`src/rtl/tcp_pkg.sv`:
```
package tcp_pkg;
    localparam int DATA_W   = 8;
    localparam int SPACE    = 64;
    localparam int PTR_W    = $clog2(SPACE);
    localparam int RO_LOCS  = 8;
    localparam int TX_LOCS  = 8;
    localparam int NUM_IRQ  = 4;
    localparam int FRAME_W  = RO_LOCS * DATA_W;

    typedef enum logic [1:0] {
        REG_IRQ  = 2'd0,
        REG_STAT = 2'd1,
        REG_PTR  = 2'd2,
        REG_DATA = 2'd3
    } reg_sel_e;

    typedef struct packed {
        logic     rd;
        logic     wr;
        reg_sel_e sel;
    } bus_op_t;

    function automatic logic [PTR_W-1:0] ptr_advance(input logic [PTR_W-1:0] p);
        return p + PTR_W'(1);
    endfunction
endpackage

```
`src/rtl/tcp_irq_ctl.sv`:
```
module tcp_irq_ctl
    import tcp_pkg::*;
#(
    parameter int N = NUM_IRQ
) (
    input  logic         clk,
    input  logic         rst,
    input  logic         rd_clr,
    input  logic         en_wr,
    input  logic [N-1:0] en_wdata,
    input  logic [N-1:0] evt,
    output logic [N-1:0] flags,
    output logic [N-1:0] enables,
    output logic         irq
);
    logic [N-1:0] flags_q, en_q;

    always_ff @(posedge clk) begin
        if (rst) begin
            flags_q <= '0;
            en_q    <= '0;
        end else begin
            flags_q <= (rd_clr ? '0 : flags_q) | evt;
            if (en_wr) en_q <= en_wdata;
        end
    end

    assign flags   = flags_q;
    assign enables = en_q;
    assign irq     = |(flags_q & en_q);

    // an event always lands in its flag
    a_r3_event_sets_flag: assert property (@(posedge clk) disable iff (rst)
        (evt != '0) |=> ((flags & $past(evt)) == $past(evt)));
    // a read with no coincident event leaves no flag set
    a_r4_read_clears: assert property (@(posedge clk) disable iff (rst)
        (rd_clr && evt == '0) |=> (flags == '0));
endmodule

```
`src/rtl/tcp_ptr.sv`:
```
module tcp_ptr
    import tcp_pkg::*;
(
    input  logic              clk,
    input  logic              rst,
    input  logic              load,
    input  logic [DATA_W-1:0] load_data,
    input  logic              step,
    output logic [PTR_W-1:0]  ptr,
    output logic              autoinc
);
    logic [PTR_W-1:0] ptr_q;
    logic             ai_q;
    logic             unused_bit6;

    assign unused_bit6 = load_data[6];

    always_ff @(posedge clk) begin
        if (rst) begin
            ptr_q <= '0;
            ai_q  <= 1'b0;
        end else if (load) begin
            ptr_q <= load_data[PTR_W-1:0];
            ai_q  <= load_data[DATA_W-1];
        end else if (step && ai_q) begin
            ptr_q <= ptr_advance(ptr_q);
        end
    end

    assign ptr     = ptr_q;
    assign autoinc = ai_q;

    // stepping advances by one with wrap
    a_r11_step_advances: assert property (@(posedge clk) disable iff (rst)
        (step && autoinc && !load) |=> (ptr == PTR_W'($past(ptr) + PTR_W'(1))));
    // no load and no auto step keeps the pointer
    a_r12_ptr_holds: assert property (@(posedge clk) disable iff (rst)
        (!load && !(step && autoinc)) |=> $stable(ptr));
endmodule

```
`src/rtl/tcp_store.sv`:
```
module tcp_store
    import tcp_pkg::*;
(
    input  logic               clk,
    input  logic               rst,
    input  logic               wr,
    input  logic [PTR_W-1:0]   addr,
    input  logic [DATA_W-1:0]  wdata,
    input  logic [FRAME_W-1:0] rx_frame,
    output logic [DATA_W-1:0]  rdata,
    output logic [FRAME_W-1:0] tx_frame
);
    localparam int RO_W = $clog2(RO_LOCS);
    localparam logic [PTR_W-1:0] RO_LIM = PTR_W'(RO_LOCS);

    logic [DATA_W-1:0] mem_q [RO_LOCS:SPACE-1];
    logic [DATA_W-1:0] rx_b  [RO_LOCS];
    logic              writable;

    assign writable = (addr >= RO_LIM);

    for (genvar gi = 0; gi < RO_LOCS; gi++) begin : g_rx
        assign rx_b[gi] = rx_frame[gi*DATA_W +: DATA_W];
    end

    for (genvar gt = 0; gt < TX_LOCS; gt++) begin : g_tx
        assign tx_frame[gt*DATA_W +: DATA_W] = mem_q[RO_LOCS + gt];
    end

    always_ff @(posedge clk) begin
        if (rst) begin
            for (int i = RO_LOCS; i < SPACE; i++) mem_q[i] <= '0;
        end else if (wr && writable) begin
            mem_q[addr] <= wdata;
        end
    end

    always_comb begin
        if (writable) rdata = mem_q[addr];
        else          rdata = rx_b[addr[RO_W-1:0]];
    end

    // writes into the receive region never move the transmit frame
    a_r10_ro_write_ignored: assert property (@(posedge clk) disable iff (rst)
        (wr && !writable) |=> $stable(tx_frame));
    // a write into the transmit region appears on the frame output
    a_r9_tx_follows_write: assert property (@(posedge clk) disable iff (rst)
        (wr && writable && addr < PTR_W'(RO_LOCS + TX_LOCS)) |=>
        (tx_frame[($past(addr) - RO_LIM) * DATA_W +: DATA_W] == $past(wdata)));
endmodule

```
`src/rtl/tcode_host_port.sv`:
```
module tcode_host_port
    import tcp_pkg::*;
(
    input  logic               clk,
    input  logic               rst,
    input  logic               bus_cs,
    input  logic [1:0]         bus_addr,
    input  logic               bus_rd,
    input  logic               bus_wr,
    input  logic [DATA_W-1:0]  bus_wdata,
    output logic [DATA_W-1:0]  bus_rdata,
    input  logic [NUM_IRQ-1:0] evt_in,
    input  logic [DATA_W-1:0]  status_in,
    input  logic [FRAME_W-1:0] rx_frame,
    output logic [FRAME_W-1:0] tx_frame,
    output logic               irq
);
    bus_op_t            op;
    logic [NUM_IRQ-1:0] flags, enables;
    logic [PTR_W-1:0]   ptr;
    logic               autoinc;
    logic [DATA_W-1:0]  win_data;
    logic               rd_clr, en_wr, ptr_load, win_step, win_wr;

    assign op.rd  = bus_cs && bus_rd;
    assign op.wr  = bus_cs && bus_wr;
    assign op.sel = reg_sel_e'(bus_addr);

    assign rd_clr   = op.rd && op.sel == REG_IRQ;
    assign en_wr    = op.wr && op.sel == REG_IRQ;
    assign ptr_load = op.wr && op.sel == REG_PTR;
    assign win_wr   = op.wr && op.sel == REG_DATA;
    assign win_step = (op.rd || op.wr) && op.sel == REG_DATA;

    tcp_irq_ctl #(.N(NUM_IRQ)) u_irq (
        .clk      (clk),
        .rst      (rst),
        .rd_clr   (rd_clr),
        .en_wr    (en_wr),
        .en_wdata (bus_wdata[DATA_W-1 -: NUM_IRQ]),
        .evt      (evt_in),
        .flags    (flags),
        .enables  (enables),
        .irq      (irq)
    );

    tcp_ptr u_ptr (
        .clk       (clk),
        .rst       (rst),
        .load      (ptr_load),
        .load_data (bus_wdata),
        .step      (win_step),
        .ptr       (ptr),
        .autoinc   (autoinc)
    );

    tcp_store u_store (
        .clk      (clk),
        .rst      (rst),
        .wr       (win_wr),
        .addr     (ptr),
        .wdata    (bus_wdata),
        .rx_frame (rx_frame),
        .rdata    (win_data),
        .tx_frame (tx_frame)
    );

    always_comb begin
        bus_rdata = '0;
        if (op.rd) begin
            unique case (op.sel)
                REG_IRQ:  bus_rdata = {enables, flags};
                REG_STAT: bus_rdata = status_in;
                REG_PTR:  bus_rdata = {autoinc, 1'b0, ptr};
                REG_DATA: bus_rdata = win_data;
            endcase
        end
    end

    // clearing every enable silences the interrupt on the next cycle
    a_r5_masked_no_irq: assert property (@(posedge clk) disable iff (rst)
        (en_wr && bus_wdata[DATA_W-1 -: NUM_IRQ] == '0) |=> !irq);
    // an unselected bus drives no read data
    a_r13_idle_rdata: assert property (@(posedge clk) disable iff (rst)
        !bus_cs |-> (bus_rdata == '0));
endmodule

```
`config.mk`:
```
export PLATFORM = sky130hd
export DESIGN_NAME = tcode_host_port
export DESIGN_NICKNAME = d
export VERILOG_FILES = /design/src/rtl/tcp_pkg.sv /design/src/rtl/tcp_irq_ctl.sv /design/src/rtl/tcp_ptr.sv /design/src/rtl/tcp_store.sv /design/src/rtl/tcode_host_port.sv
export SDC_FILE = /design/constraint.sdc
export NUM_CORES = 1
export LEC_CHECK = 0
export BUFFER_PORTS_ARGS = -buffer_cell sky130_fd_sc_hd__buf_2
export CORE_UTILIZATION = 29
export CTS_BUF_LIST = sky130_fd_sc_hd__clkbuf_8
export DETAILED_ROUTE_END_ITERATION = 7
export GPL_ROUTABILITY_DRIVEN = 0
export PLACE_DENSITY_LB_ADDON = 0.1
export SYNTH_ARGS = -nofsm -noshare
export SYNTH_HDL_FRONTEND = slang
export SYNTH_SLANG_ARGS = --single-unit
export TNS_END_PERCENT = 20
```
`constraint.sdc`:
```
create_clock -name clk -period 3.45 [get_ports clk]
set_input_delay 0.8625 -clock clk [delete_from_list [all_inputs] [get_ports clk]]
set_output_delay 0.8625 -clock clk [all_outputs]
set_load 0.01 [all_outputs]
```
==> results of run 1 <==
==> cell usage in the layout (no fill, tap or decap), types with 5 or more instances in the layout <==
cell type and n:
nand2_1 39, buf_6 13, diode_2 11, a311oi_1 5
clkinv_2 8, o21ai_0 14, nor3_1 5, and2_1 451
edfxtp_1 512, or2_2 56, nand3_1 20, nor2b_1 16
a22oi_1 14, and3_1 5, mux4_2 125, conb_1 64
nand3_2 8, inv_1 30, buf_4 177, clkbuf_8 103
a22oi_2 11, nand2b_1 6, mux2i_1 53, a21oi_1 22
dfxtp_1 16, nor2_1 88, nand4_1 6, a31oi_1 10
buf_2 161, buf_12 31, mux2_2 10, nand3b_1 7
clkinv_1 29
==> cell type report <==
| type | instances | share of cell area [%] |
|---|---|---|
| clock inverter | 67 | 1.04 |
| clock buffer | 103 | 4.52 |
| multi-input combinational | 1125 | 29.6 |
| sequential | 533 | 50.4 |
| antenna | 11 | 0.0878 |
| timing repair buffer | 388 | 9.70 |
| inverter | 5 | 0.0638 |
| tap | 1144 | 4.56 |
==> kinds of logic after synthesis <==
logic type / share of synthesized area [%]
compound gates: 3.41
xor+xnor: 0.0698
fa+ha+maj: 0.0997
buf+inv: 2.39
flops: 62.9
mux: 14.2
other cells: 0.0149
simple gates: 16.9
==> state kept, by name, summed over array words and instances (netlist names), named ones only <==
name,flops
u_irq.flags,4
u_ptr.ptr,6
u_ptr.autoinc,1
u_irq.enables,4
u_store.mem_q,512
==> critical path, cell delays in order (launching register included) <==
cell      delay (ns)
dfxtp_4         0.41
buf_12          0.12
buf_8           0.12
buf_12          0.12
mux4_2          0.53
mux2_4          0.33
nand2_2         0.07
a41oi_2         0.13
buf_6           0.18
nor3_4          0.13
a211oi_2        0.09
buf_2           0.16
==> repair_timing <==
| item | 4_1_cts | 5_1_grt |
|---|---|---|
| endpoints found under the hold margin | 0 | 0 |
| gates cloned | 3 | 0 |
| resized for setup | 83 | 21 |
| pin swaps | 25 | 12 |
| hold buffers | 0 | 0 |
| endpoints found under the setup margin | 8 | 8 |
| setup buffers | 36 | 1 |
==> through the flow <==
step                      setup TNS, ns  worst slack (ns)  util (%)
after floorplan                       0             0.364         -
after global placement           -0.575            -0.491      33.6
after detailed placement         -0.594            -0.506      33.6
after CTS                         -4.15            -0.547      36.6
after global routing              -4.45            -0.578      36.7
final                             -3.69            -0.507      36.7
==> per-layer routing <==
metal | wire (um) | GRT usage [%] | vias to the layer above
li1 | - | - | 7239
met1 | 40400 | 27.8 | 8372
met2 | 41800 | 33.4 | 550
met3 | 5080 | 3.49 | 104
met4 | 1530 | 4.99 | 0
met5 | 0 | 0 | -
==> worst max-delay path by stage <==
stage	startpoint	to	slack, ns	depth (start not counted)
2_1_floorplan	bus_addr[0]	bus_rdata[5]	0.36	7
3_3_place_gp	bus_addr[0]	bus_rdata[5]	-0.49	10
3_5_place_dp	bus_addr[0]	bus_rdata[5]	-0.51	10
4_1_cts	flip-flop	bus_rdata[4]	-0.55	10
5_1_grt	flip-flop	bus_rdata[2]	-0.58	11
6_report	flip-flop	bus_rdata[2]	-0.51	11
==> where the power goes <==
part / internal [mW] / switching (mW) / leakage [nW]
clock network: 2.88 / 2.76 / 0.985
logic: 0.431 / 0.679 / 5.21
registers: 7.33 / 0.0995 / 5.43
total: 10.6 / 3.54 / 11.6
==> flow_summary.ini, run 1 <==
[cts]
cts_max_level = 3
cts-buffers-inserted = 98
clock_latency_ns = 0.71
clockBufferDepth = 3
cts_sinks = 533
cts_tree = yes
cts.reportedPaths.clkPinSlew_ns = 0.06
cts_root_buffer = clkbuf_8

[placement]
place_inst = 3159
dp_hpwl_um = 60500
numPortBuffers = 163
post_dp_cell_area_mm2 = 0.0287

[worst_setup_path]
worstRegToRegCells = 9
arrival_ns = 3.09
cp_max_fo = 5
r2r_start = u_ptr.ptr[4]
ff2ff_setup_slack_ns = 0.63
end_kind = output pin
r2r-end = u_store.mem_q[25][0]
start_kind = flip-flop
required_ns = 2.59
critPathKind = flip-flop to output pin

[die]
io_pins = 164
placementRows = 107
core_mm2 = 0.0854
dieArea_mm2 = 0.0877
die_x_um = 296
die_y_um = 296
initial_core_util_pct = 29.4

[timing]
finalHoldViolCount = 0
setup_viol = 8
worst-slew-pin-transition_ns = 0.853
rsz0062_at_grt = true
fin_ws_ns = -0.507
slew_viol_final = 0
holdWs_ns = 0.363
fin_skew_ns = 0.0293
relSlewSlack_pct = 43.1
period_needed_ns = 3.96
min_period_over_period_pct = 115
max_freq_mhz = 253

[min_path]
hold_class = primary input to flip-flop
holdPathEnd = u_irq.flags[1]
hold_depth = 3
hold_start = evt_in[1]

[power]
design_power_total_mw = 14.2
p_leak_nw = 11.6
power_density_mw_per_mm2 = 452
vdd_drop_max_mv = 0.239

[routing]
num_vias = 16300
wl_per_cell_um = 26.3
drt-total-wl_um = 88800
drc_errors = 0
drtAntennaViolNets = 0
drt_pass1_iterations = 5
dr.first_iter.drc_count = 1201
viasPerCell = 4.82

[synth]
yosysTopAreaCell = edfxtp_1
async_flop_share_pct = 0
synthTopCellsByCount = edfxtp_1 (512), and2_1 (452), mux4_2 (125)
syn_area_mm2 = 0.0251
synthCells = 1723
yosys.area.top_type_share_pct = 61.3
synthFlopType = edfxtp_1
yosys.cell_count.top_type = edfxtp_1
ys_types = 57
yosysWarningCount = 0
post_synth.cell_area_avg_um2 = 14.6
ys_seq_elements = 533
synth_edf_count = 512
synthTopCellsByArea = edfxtp_1 (61%), and2_1 (11%), mux4_2 (11%)
seq_area_frac_synth_pct = 62.9

[final_layout]
register_area_mm2 = 0.0158
design_area_mm2 = 0.0314
fill_cells = 8326
drive_above_1_share_pct = 34.6
final_cells = 3376
multi_input_area_mm2 = 0.00929
syn2layout_area_growth_pct = 25.0
layout.nets = 2244

[global_routing]
grt_usage_pct = 20.4
grt_first_pass_wirelength_um = 125000
grt_pass1_vias = 17000
globalRouteOverflowTotal = 0
grt_max_degree = 50
antenna_found_initial = 4

[run_status]
status = finished with violations
violations = negative setup slack

[job]
max_cap_violations = 0
Note: power is estimated with default switching activity, not from simulation.
==> run 2, diff against run 1 <==
--- a/config.mk
+++ b/config.mk
@@ -5,6 +5,7 @@
 export SDC_FILE = /design/constraint.sdc
 export NUM_CORES = 1
 export LEC_CHECK = 0
+export ABC_CLOCK_PERIOD_IN_PS = 3450
 export BUFFER_PORTS_ARGS = -buffer_cell sky130_fd_sc_hd__buf_2
 export CORE_UTILIZATION = 29
 export CTS_BUF_LIST = sky130_fd_sc_hd__clkbuf_8
@@ -14,4 +15,3 @@
 export SYNTH_ARGS = -nofsm -noshare
 export SYNTH_HDL_FRONTEND = slang
 export SYNTH_SLANG_ARGS = --single-unit
-export TNS_END_PERCENT = 20
==> run 2 against run 1 <==
Against the previous run: die area stayed put; critical path type unchanged; largest cell class unchanged; the run still ends with negative setup slack left; sequential share of layout area is 0.30 points lower; highest routed layer unchanged; clock skew up 0.0012 ns; worst hold slack is essentially flat; sequential cell count stayed put; count of clock-buffer cells in the layout did not move; routed wire length barely moved; setup slack got worse by 0.024 ns; first-iteration DRC count decreased by 2.2%.
==> flow_summary.ini, run 2 (same netlist as run 1, synthesis figures left out) <==
[timing]
rsz0062_at_grt = true
period_needed_ns = 3.98
setup_viol = 8
max_freq_mhz = 251
worst-slew-pin-transition_ns = 0.855
relSlewSlack_pct = 43.0
finalHoldViolCount = 0
min_period_over_period_pct = 115
fin_ws_ns = -0.531
holdWs_ns = 0.363
slew_viol_final = 0
fin_skew_ns = 0.0305

[worst_setup_path]
arrival_ns = 3.12
cp_cell_sequence = buf_12 > buf_8 > buf_12 > mux4_2 > mux2_4 > nand2_2 > a41oi_2 > buf_6 > nor3_4 > a211oi_2 > buf_2
required_ns = 2.59
r2r_start = u_ptr.ptr[5]
r2r-end = u_store.mem_q[59][0]
cpMostUsedCell = buf_12
worstRegToRegCells = 9
critPathSlowestCell = mux4_2
slowest_delay_ns = 0.54
end_kind = output pin
endpoint = bus_rdata[2]
start_kind = flip-flop
critPathKind = flip-flop to output pin
ff2ff_setup_slack_ns = 0.64
cp_max_fo = 5

[cts]
cts_sinks = 533
clockBufferDepth = 3
cts.reportedPaths.clkPinSlew_ns = 0.06
cts-buffers-inserted = 98
cts_max_level = 3
cts_root_buffer = clkbuf_8
ctsHoldBuffers = 0
cts_tree = yes
clock_latency_ns = 0.71

[final_layout]
fill_cells = 8295
layout.nets = 2254
largest_reg_flops = 512
design_area_mm2 = 0.0316
final_common_cell = edfxtp_1
drive_above_1_share_pct = 35.3
top_register = u_store.mem_q
syn2layout_area_growth_pct = 25.7
layout_common_cells = edfxtp_1 (512), and2_1 (451), buf_4 (185), buf_2 (159), mux4_2 (125)

[routing]
drc_errors = 0
num_vias = 16300
drt_pass1_iterations = 5
viasPerCell = 4.81
wl_met3_um = 5110
dr.first_iter.drc_count = 1175
wl_met1_um = 40600
drtAntennaViolNets = 0
drt-total-wl_um = 88900
maxUsedRoutingLayer = met4
wl_per_cell_um = 26.3
met2_length_um = 41600

[global_routing]
grt_max_degree = 50
grt_usage_pct = 20.3
grt_pass1_vias = 17000
globalRouteOverflowTotal = 0
grt_first_pass_wirelength_um = 125000
antenna_found_initial = 4

[placement]
numPortBuffers = 163
post_dp_cell_area_mm2 = 0.0287
dp_hpwl_um = 60500

[min_path]
hold_class = primary input to flip-flop
hold_start = evt_in[1]

[power]
power_density_mw_per_mm2 = 450
switching_power_mw = 3.55
netSwitchingFraction_pct = 25.0
pwr-share-seq_pct = 52.3
intPower_mw = 10.6
p_leak_nw = 11.7
power_frac_comb_pct = 7.9
vdd_drop_max_mv = 0.239
pwr-share-clk_pct = 39.7

[die]
initial_core_util_pct = 29.4
io_pins = 164
dieArea_mm2 = 0.0877
core_mm2 = 0.0854
placementRows = 107
die_x_um = 296
die_y_um = 296

[run_status]
status = finished with violations
violations = negative setup slack

[job]
max_cap_violations = 0
==> run 2: power groups by stage <==
stage / registers, mW / logic, mW / clock network (mW)
2_1_floorplan: 7.52 / 0.507 / 0
3_3_place_gp: 7.56 / 1.03 / 0
3_5_place_dp: 7.56 / 1.03 / 0
4_1_cts: 7.43 / 1.12 / 5.79
5_1_grt: 7.45 / 1.19 / 6.07
6_report: 7.43 / 1.13 / 5.64
==> run 2: area by class of cell <==
| class | instances | area [um2] | share of cell area [%] |
|---|---|---|---|
| Tap cell | 1144 | 1430 | 4.54 |
| Inverter | 5 | 20.0 | 0.0634 |
| Multi-Input combinational cell | 1125 | 9400 | 29.8 |
| Clock buffer | 103 | 1420 | 4.49 |
| Clock inverter | 67 | 325 | 1.03 |
| Timing Repair Buffer | 398 | 3130 | 9.93 |
| Antenna cell | 8 | 20.0 | 0.0634 |
| Sequential cell | 533 | 15800 | 50.1 |
==> run 2: what timing repair did <==
action	4_1_cts	5_1_grt
resized for setup	93	35
setup endpoints to repair	8	8
setup buffers	36	17
gates cloned	3	0
pin swaps	27	24
==> run 2: metal layers <==
| layer | global-route usage (%) | vias up |
|---|---|---|
| met5 | 0 | - |
| met3 | 3.49 | 107 |
| met4 | 5.04 | 0 |
| met2 | 33.3 | 510 |
| met1 | 27.9 | 8411 |
| li1 | - | 7244 |
==> run 2: how the worst min path moves through the flow <==
| stage | endpoint | slack, ns | cells after the start |
|---|---|---|---|
| 2_1_floorplan | u_ptr.autoinc | 0.45 | 2 |
| 3_3_place_gp | u_ptr.autoinc | 0.47 | 2 |
| 3_5_place_dp | u_ptr.autoinc | 0.47 | 2 |
| 4_1_cts | u_irq.flags[1] | 0.31 | 3 |
| 5_1_grt | u_irq.flags[1] | 0.35 | 3 |
| 6_report | u_irq.flags[1] | 0.36 | 3 |
==> run 2: critical path, delay by kind of cell (launching register included) <==
kind                   cells  cell delay (ns)
AO/OA/AOI/OAI              2             0.23
buffers and inverters      5             0.70
flip-flops                 1             0.41
multiplexers               2             0.87
AND/OR/NAND/NOR            2             0.20
==> run 2: metrics by stage <==
| stage | cells | util (%) | setup slack [ns] | setup TNS, ns | total power [mW] |
|---|---|---|---|---|---|
| after global placement | 3159 | 33.6 | -0.491 | -0.575 | 8.59 |
| after global routing | 3380 | 36.9 | -0.578 | -4.25 | 14.7 |
| after CTS | 3362 | 36.6 | -0.547 | -4.03 | 14.3 |
| after detailed placement | 3159 | 33.6 | -0.506 | -0.594 | 8.60 |
| final | 3383 | 36.9 | -0.531 | -3.55 | 14.2 |
| after floorplan | 1786 | - | 0.364 | 0 | 8.03 |
